[config.mk]
export PLATFORM = sky130hd
export DESIGN_NAME = adc_result_regs
export DESIGN_NICKNAME = d
export VERILOG_FILES = /design/src/rtl/adc_rr_pkg.sv /design/src/rtl/adc_rr_decode.sv /design/src/rtl/adc_rr_store.sv /design/src/rtl/adc_rr_valid_fsm.sv /design/src/rtl/adc_rr_rdmux.sv /design/src/rtl/adc_result_regs.sv
export SDC_FILE = /design/constraint.sdc
export NUM_CORES = 1
export LEC_CHECK = 0
export BUFFER_PORTS_ARGS = -buffer_cell sky130_fd_sc_hd__buf_2
export CORE_ASPECT_RATIO = 1.25
export CORE_MARGIN = 3
export CORE_UTILIZATION = 49
export DETAILED_ROUTE_END_ITERATION = 10
export PLACE_DENSITY = 0.77
export RECOVER_POWER = 100
export SLEW_MARGIN = 20
export SYNTH_ARGS = -nofsm -noshare
export SYNTH_HDL_FRONTEND = slang
export SYNTH_SLANG_ARGS = --single-unit
[constraint.sdc]
create_clock -name clk -period 1.6 [get_ports clk]
set_input_delay 0 -clock clk [delete_from_list [all_inputs] [get_ports clk]]
set_output_delay 0 -clock clk [all_outputs]
set_load 0.02 [all_outputs]
[src/rtl/adc_rr_pkg.sv]
package adc_rr_pkg;
    typedef enum logic [1:0] {
        ST_EMPTY     = 2'd0,
        ST_SHOT_BUSY = 2'd1,
        ST_VALID     = 2'd2
    } vstate_t;

    typedef enum logic [1:0] {
        SEL_NONE = 2'd0,
        SEL_HI   = 2'd1,
        SEL_LO   = 2'd2
    } sel_t;
endpackage

[src/rtl/adc_rr_decode.sv]
module adc_rr_decode
    import adc_rr_pkg::*;
#(
    parameter int          ADDR_W    = 12,
    parameter logic [11:0] PAGE_BASE = 12'hF00,
    parameter logic [11:0] HI_OFS    = 12'h072,
    parameter logic [11:0] LO_OFS    = 12'h073
) (
    input  logic [ADDR_W-1:0] addr,
    input  logic              rd,
    input  logic              wr,
    output logic              rd_en,
    output sel_t              sel
);
    localparam logic [ADDR_W-1:0] HI_ADDR = ADDR_W'(PAGE_BASE + HI_OFS);
    localparam logic [ADDR_W-1:0] LO_ADDR = ADDR_W'(PAGE_BASE + LO_OFS);

    always_comb begin
        rd_en = rd & ~wr;
        sel   = SEL_NONE;
        if (rd_en) begin
            if (addr == HI_ADDR)      sel = SEL_HI;
            else if (addr == LO_ADDR) sel = SEL_LO;
        end
    end
endmodule

[src/rtl/adc_rr_store.sv]
module adc_rr_store #(
    parameter int RES_W  = 13,
    parameter int DATA_W = 8
) (
    input  logic              clk,
    input  logic              rst_n,
    input  logic              smp_done,
    input  logic [RES_W-1:0]  smp_data,
    input  logic              smp_ovf,
    input  logic              cap_shadow,
    output logic [DATA_W-1:0] hi_byte,
    output logic [DATA_W-1:0] lo_byte
);
    localparam int LO_W  = RES_W - DATA_W;
    localparam int RSV_W = DATA_W - LO_W - 1;

    logic [RES_W-1:0]  res_q;
    logic              ovf_q;
    logic [DATA_W-1:0] shadow_q;
    logic [DATA_W-1:0] lo_live;

    always_comb begin
        lo_live = {res_q[LO_W-1:0], {RSV_W{1'b0}}, ovf_q};
    end

    always_ff @(posedge clk) begin
        if (!rst_n) begin
            res_q    <= '0;
            ovf_q    <= 1'b0;
            shadow_q <= '0;
        end else begin
            if (smp_done) begin
                res_q <= smp_data;
                ovf_q <= smp_ovf;
            end
            if (cap_shadow) shadow_q <= lo_live;
        end
    end

    assign hi_byte = res_q[RES_W-1:LO_W];
    assign lo_byte = shadow_q;
endmodule

[src/rtl/adc_rr_valid_fsm.sv]
module adc_rr_valid_fsm
    import adc_rr_pkg::*;
(
    input  logic clk,
    input  logic rst_n,
    input  logic conv_start,
    input  logic conv_cont,
    input  logic smp_done,
    output logic valid
);
    vstate_t st_q, st_d;
    logic    shot_begin;

    assign shot_begin = conv_start & ~conv_cont;

    always_ff @(posedge clk) begin
        if (!rst_n) st_q <= ST_EMPTY;
        else        st_q <= st_d;
    end

    always_comb begin
        st_d = st_q;
        unique case (st_q)
            ST_EMPTY: begin
                if (shot_begin)    st_d = ST_SHOT_BUSY;
                else if (smp_done) st_d = ST_VALID;
            end
            ST_SHOT_BUSY: begin
                if (!shot_begin && smp_done) st_d = ST_VALID;
            end
            ST_VALID: begin
                if (shot_begin) st_d = ST_SHOT_BUSY;
            end
            default: st_d = ST_EMPTY;
        endcase
    end

    always_comb begin
        valid = (st_q == ST_VALID);
    end
endmodule

[src/rtl/adc_rr_rdmux.sv]
module adc_rr_rdmux
    import adc_rr_pkg::*;
#(
    parameter int DATA_W = 8
) (
    input  logic              clk,
    input  logic              rst_n,
    input  logic              rd_en,
    input  sel_t              sel,
    input  logic [DATA_W-1:0] hi_byte,
    input  logic [DATA_W-1:0] lo_byte,
    output logic [DATA_W-1:0] rdata
);
    always_ff @(posedge clk) begin
        if (!rst_n) begin
            rdata <= '0;
        end else if (rd_en) begin
            unique case (sel)
                SEL_HI:   rdata <= hi_byte;
                SEL_LO:   rdata <= lo_byte;
                default:  rdata <= '0;
            endcase
        end
    end
endmodule

[src/rtl/adc_result_regs.sv]
module adc_result_regs
    import adc_rr_pkg::*;
#(
    parameter int          RES_W     = 13,
    parameter int          DATA_W    = 8,
    parameter int          ADDR_W    = 12,
    parameter logic [11:0] PAGE_BASE = 12'hF00,
    parameter logic [11:0] HI_OFS    = 12'h072,
    parameter logic [11:0] LO_OFS    = 12'h073
) (
    input  logic              clk,
    input  logic              rst_n,
    input  logic [RES_W-1:0]  smp_data,
    input  logic              smp_ovf,
    input  logic              smp_done,
    input  logic              conv_cont,
    input  logic              conv_start,
    input  logic [ADDR_W-1:0] bus_addr,
    input  logic              bus_rd,
    input  logic              bus_wr,
    output logic [DATA_W-1:0] bus_rdata,
    output logic              result_valid
);
    logic              rd_en;
    sel_t              sel;
    logic [DATA_W-1:0] hi_byte;
    logic [DATA_W-1:0] lo_byte;
    logic              cap_shadow;

    adc_rr_decode #(
        .ADDR_W(ADDR_W), .PAGE_BASE(PAGE_BASE), .HI_OFS(HI_OFS), .LO_OFS(LO_OFS)
    ) decode_i (
        .addr(bus_addr), .rd(bus_rd), .wr(bus_wr), .rd_en(rd_en), .sel(sel)
    );

    assign cap_shadow = (sel == SEL_HI);

    adc_rr_store #(.RES_W(RES_W), .DATA_W(DATA_W)) store_i (
        .clk(clk), .rst_n(rst_n), .smp_done(smp_done), .smp_data(smp_data),
        .smp_ovf(smp_ovf), .cap_shadow(cap_shadow),
        .hi_byte(hi_byte), .lo_byte(lo_byte)
    );

    adc_rr_valid_fsm fsm_i (
        .clk(clk), .rst_n(rst_n), .conv_start(conv_start),
        .conv_cont(conv_cont), .smp_done(smp_done), .valid(result_valid)
    );

    adc_rr_rdmux #(.DATA_W(DATA_W)) rdmux_i (
        .clk(clk), .rst_n(rst_n), .rd_en(rd_en), .sel(sel),
        .hi_byte(hi_byte), .lo_byte(lo_byte), .rdata(bus_rdata)
    );
endmodule

### Word-level counts from Yosys, hierarchy flattened

Cells that the tools add are included.

* register bits: 30
* bits of input ports: 33

* reduce and logical (&&, ||, !) cells: 4
* equal/unequal tests: 9
* bitwise gates (word level): 4
* muxes and demuxes: 9

Operators with widths (count)
* equality test 12 bit, second input constant: 2
* case mux 8 bit (2 select lines): 1
* 2-to-1 mux 2 bit: 7
* case mux 2 bit (3 select lines): 1
* equality test 2 x 1 -> 1 bit, second input constant: 2
* equality test 2 bit, second input constant: 2
* != test 2 x 1 -> 1 bit, second input constant: 2
* != test 3 x 2 -> 1 bit, second input constant: 1
* AND reduction 3 bit: 1
* AND 1 bit: 2
* logical NOT 2 bit: 1
* NOT 1 bit: 2
* logical AND 1 bit: 1
* logical NOT 1 bit: 1

### Logic depth before layout (Yosys ltp)

* word-level depth: 6
* depth in mapped cells: 7

### Cells and area by module

Synthesis repeated with hierarchy kept, for this count alone.

* cell total of the unflattened synthesis: 134
* area total of the unflattened synthesis: 1407.6 µm²

By module, submodules not included
* adc_rr_store: instances 1, area an instance 848.3 µm², cells each 76
* adc_rr_rdmux: instances 1, area an instance 390.4 µm², cells each 40
* adc_rr_valid_fsm: instances 1, area an instance 90.1 µm², cells each 9
* adc_rr_decode: instances 1, area an instance 65.1 µm², cells each 8
* adc_result_regs: instances 1, area an instance 13.8 µm², cells each 1

### Least setup slack after synthesis

No wires, ideal clock.

* path type: in2reg
* from: in bus_wr
* to: reg rdmux_i.rdata[0]
* path buffers: 1
* slack: 330 ps
* stages: 6
* setup time: 76 ps
* arrival: 1194 ps
* data required time: 1524 ps
* cell sequence: and2b_1 > buf_2 > nand4_1 > ha_1 > nand4bb_1 > o22ai_1

* word-level cells in the longest chain between the ends: 5
* elaborated cells on any way between the ends: 6
* those cells by class: eq/ne: 2; mux: 2; bitwise: 2

RTL lines
* start: declaration: RTL line adc_result_regs.sv:20 `input logic bus_wr,`
* NOT 1 bit *: RTL line adc_rr_decode.sv:19 `rd_en = rd & ~wr;`
* AND 1 bit *: RTL line adc_rr_decode.sv:19
* 2-to-1 mux 2 bit: RTL line adc_rr_decode.sv:21 `if (rd_en) begin`
* equality test 2 bit / equality test 2 x 1 -> 1 bit (equally long branches): RTL line adc_rr_rdmux.sv:18 `unique case (sel)`
* case mux 8 bit (2 select lines): RTL line adc_rr_rdmux.sv:18
* end signal: assignment: RTL line adc_rr_rdmux.sv:19 `SEL_HI: rdata <= hi_byte;`
* end signal: assignment: RTL line adc_rr_rdmux.sv:20 `SEL_LO: rdata <= lo_byte;`
* end: declaration: RTL line adc_rr_rdmux.sv:12 `output logic [DATA_W-1:0] rdata`

Mark *: on every way between the ends. The rest lies on a longest branch, timed or not.
A chain may end at the register's enable or synchronous reset.

### Final worst setup path

* from: in bus_rd
* to: reg rdmux_i.rdata[3]

* word-level cells in the longest chain between the ends: 4
* elaborated cells on any way between the ends: 5
* those cells by class: eq/ne: 2; mux: 2; bitwise: 1

RTL lines
* start: declaration: RTL line adc_result_regs.sv:19 `input logic bus_rd,`
* AND 1 bit *: RTL line adc_rr_decode.sv:19
* 2-to-1 mux 2 bit: RTL line adc_rr_decode.sv:21
* equality test 2 bit / equality test 2 x 1 -> 1 bit (equally long branches): RTL line adc_rr_rdmux.sv:18
* case mux 8 bit (2 select lines): RTL line adc_rr_rdmux.sv:18

Marks and branches as above.

==> results.toml <==
[flow_run]
cap_violations = 0

[floorplan]
dieWidth_um = 52.32
io-pin-count = 42
die_area_um2 = 3342
core_um2 = 2502
die_h_um = 63.89
std_cell_rows = 20
start_util_pct = 52.50

[global_route]
grt_overflow = 0
grt_pass1_wl_um = 5064
antenna_found_initial = 0
grt_pass1_vias = 1141
grtUsageTotal_pct = 20.82
grt_max_degree = 18

[cts]
post_cts_buffers = 0
cts_tree = "built"
clockRootBuffer = "clkbuf_4"
clk_latency_ns = 0.34
htreeDepth = 2
path_clk_slew_ns = 0.10
cts_buffers = 5
cts.sinks = 30
cts_buffer_depth = 2

[logic_synthesis]
yosysTopAreaCell = "dfxtp_1"
ys.flop_type = "dfxtp_1"
synthArstFlopShare_pct = 0
syn_area_um2 = 1314
netlist_top_cells_count = "30 x dfxtp_1, 21 x nor2b_1, 20 x mux2i_1"
syn_nets = 156
synth_cell_types = 25
synth_warnings = 0
yosysSeqAreaShare_pct = 45.71
synth_area_leaders = "dfxtp_1 46%, mux2i_1 15%, nor2b_1 10%, o22ai_1 3.8%, a22oi_1 2.9%"
avgSynthCellArea_um2 = 10.86
syn_inst = 121
synth_top_area_share_pct = 45.71
synth_edf_count = 0
ys_ff_latch = 30
yosys.cell_count.top_type = "dfxtp_1"

[sta]
finClkSkew_ns = 0.01140
tightest_slew_ns = 0.4471
fmax_mhz = 646.6
layout_setup_ws_ns = 0.05355
hold_slack_ns = 0.07329
finalCriticalPeriod_ns = 1.546
tns_ns = 0
drv_slew = 0
slew_headroom_pct = 70.19
setup_violations = 0
finalHoldViolations = 0
fin_crit_sh_pct = 96.65

[power]
powerDensity_nw_per_um2 = 861.4
pwr-share-comb_pct = 11.0
p_int_w = 0.001196
clkPwrFrac_pct = 38.3
p_seq_share_pct = 50.7
irDropWorstVdd_mv = 1.231
swShare_pct = 22.73
p_leak_nw = 0.7216
net-switching-power_w = 0.0003517

[detailed_routing]
detail_route.vias_per_cell = 5.187
drtIter0Drc = 14
route.detailed.drc = 0
wl_um = 3109
wl_per_cell_um = 14.20
ant_nets = 0
firstDrtPassIters = 4
vias = 1136

[placed_design]
hpwl_um = 2065
portBuffers = 41
place_congestion = 0.7277
preCtsSetupSlack_ns = 0.1173
post_dp_cell_area_um2 = 1523

[cells_and_area]
fillers = 195
finalInstanceArea_um2 = 1797
num_antenna_cells = 0
postLayoutCoreUtil_pct = 71.80
drive_gt1_share_pct = 25.81
fin_nets = 220
areaGrowthSynthToFinish_pct = 36.76

[critical_path]
r2r_start = "store_i.res_q[7]"
path_cells = "dlygate4sd3_1 > buf_2 > and2b_1 > and4_1 > ha_1 > buf_4 > a22oi_1 > o22ai_1"
r2r_end = "rdmux_i.rdata[2]"
cp_num_buf_inv = 3
cp.required_ns = 1.83
start_kind = "input port"
cpPeakStageDelay_ns = 0.53
worst_path_max_delay_cell = "dlygate4sd3_1"
r2r_cells = 3
cp_max_fo = 13
arrival_ns = 1.78
worst_setup_path_end_kind = "register"
path_class = "input port to register"
rrSetupSlack_ns = 0.37
cpLargestDelayFamily = "buffers and inverters"

[hold_path]
worstHoldStart = "rst_n"
min_to = "store_i.res_q[6]"
holdPathStages = 2
hold_path.class = "input port to register"

[run_status]
status = "finished, final reports clean"
==> what timing repair did <==
item / 4_1_cts / 5_1_grt
resized for setup: 0 / 2
endpoints found under the hold margin: 18 / 0
setup endpoints to repair: 0 / 6
hold buffers: 20 / 0
==> routing by layer <==
metal  global-route usage (%)  wire, um
met5                        0         0
met4                    10.86        82
met3                    6.527       255
met2                    35.56      1615
met1                    22.11      1155
==> cell families (layout without fill, tap and decap cells) <==
kind of cell | Yosys count | after routing | synth area share (%)
flops | 30 | 30 | 45.71
simple gates | 46 | 46 | 23.52
buf+inv | 7 | 72 | 4.572
fa+ha+maj | 2 | 2 | 1.904
compound gates | 16 | 16 | 9.048
mux | 20 | 20 | 15.24
==> through the flow <==
stage / std cells / total power [W]
6_report: 219 / 0.001548
2_1_floorplan: 121 / 0.0008807
4_1_cts: 219 / 0.001559
3_3_place_gp: 191 / 0.0009241
5_1_grt: 219 / 0.001607
3_5_place_dp: 191 / 0.0009346
==> worst max path at each step <==
stage | from | endpoint | slack (ns) | cells after the start
after floorplan | bus_wr | rdmux_i.rdata[0] | 0.33 | 6
after global placement | bus_addr[0] | rdmux_i.rdata[3] | 0.21 | 6
after detailed placement | bus_addr[0] | rdmux_i.rdata[3] | 0.12 | 6
after CTS | bus_rd | rdmux_i.rdata[3] | 0.03 | 7
after global routing | bus_rd | rdmux_i.rdata[3] | -0.006 | 8
final | bus_rd | rdmux_i.rdata[3] | 0.05 | 8
==> cell type report <==
class | count | area (um2) | share of cell area (%)
Clock buffer | 5 | 37.54 | 2.089
Clock inverter | 3 | 40.04 | 2.228
Sequential cell | 30 | 600.6 | 33.43
Tap cell | 33 | 41.29 | 2.298
Timing Repair Buffer | 64 | 416.7 | 23.19
Multi-Input combinational cell | 84 | 660.6 | 36.77
==> power groups by stage <==
stage	clock network, W	registers (W)	logic [W]
finish	0.000593	0.000785	0.000170
global route	0.000630	0.000788	0.000189
CTS	0.000606	0.000785	0.000168
detailed placement	0	0.000802	0.000132
global placement	0	0.000801	0.000123
floorplan	0	0.000797	0.0000835
==> registers in the layout, indices dropped and copies added, names as in the netlist <==
name	flops
store_i.res_q	13
rdmux_i.rdata	8
store_i.lo_byte	6
fsm_i.st_q	2
store_i.ovf_q	1
==> cells in the final DEF (no fill, tap or decap), types with 2 or more instances in the layout <==
master,instances
ha_1,2
a22oi_1,5
buf_2,32
mux2i_1,20
clkinv_2,2
clkbuf_4,5
and4_1,3
nor2b_1,21
dfxtp_1,30
buf_4,3
nand2b_1,3
clkbuf_1,9
nand2_1,8
o22ai_1,8
nand4b_1,2
nand4_1,2
dlygate4sd3_1,20
Power figures use the tool's default switching activity.
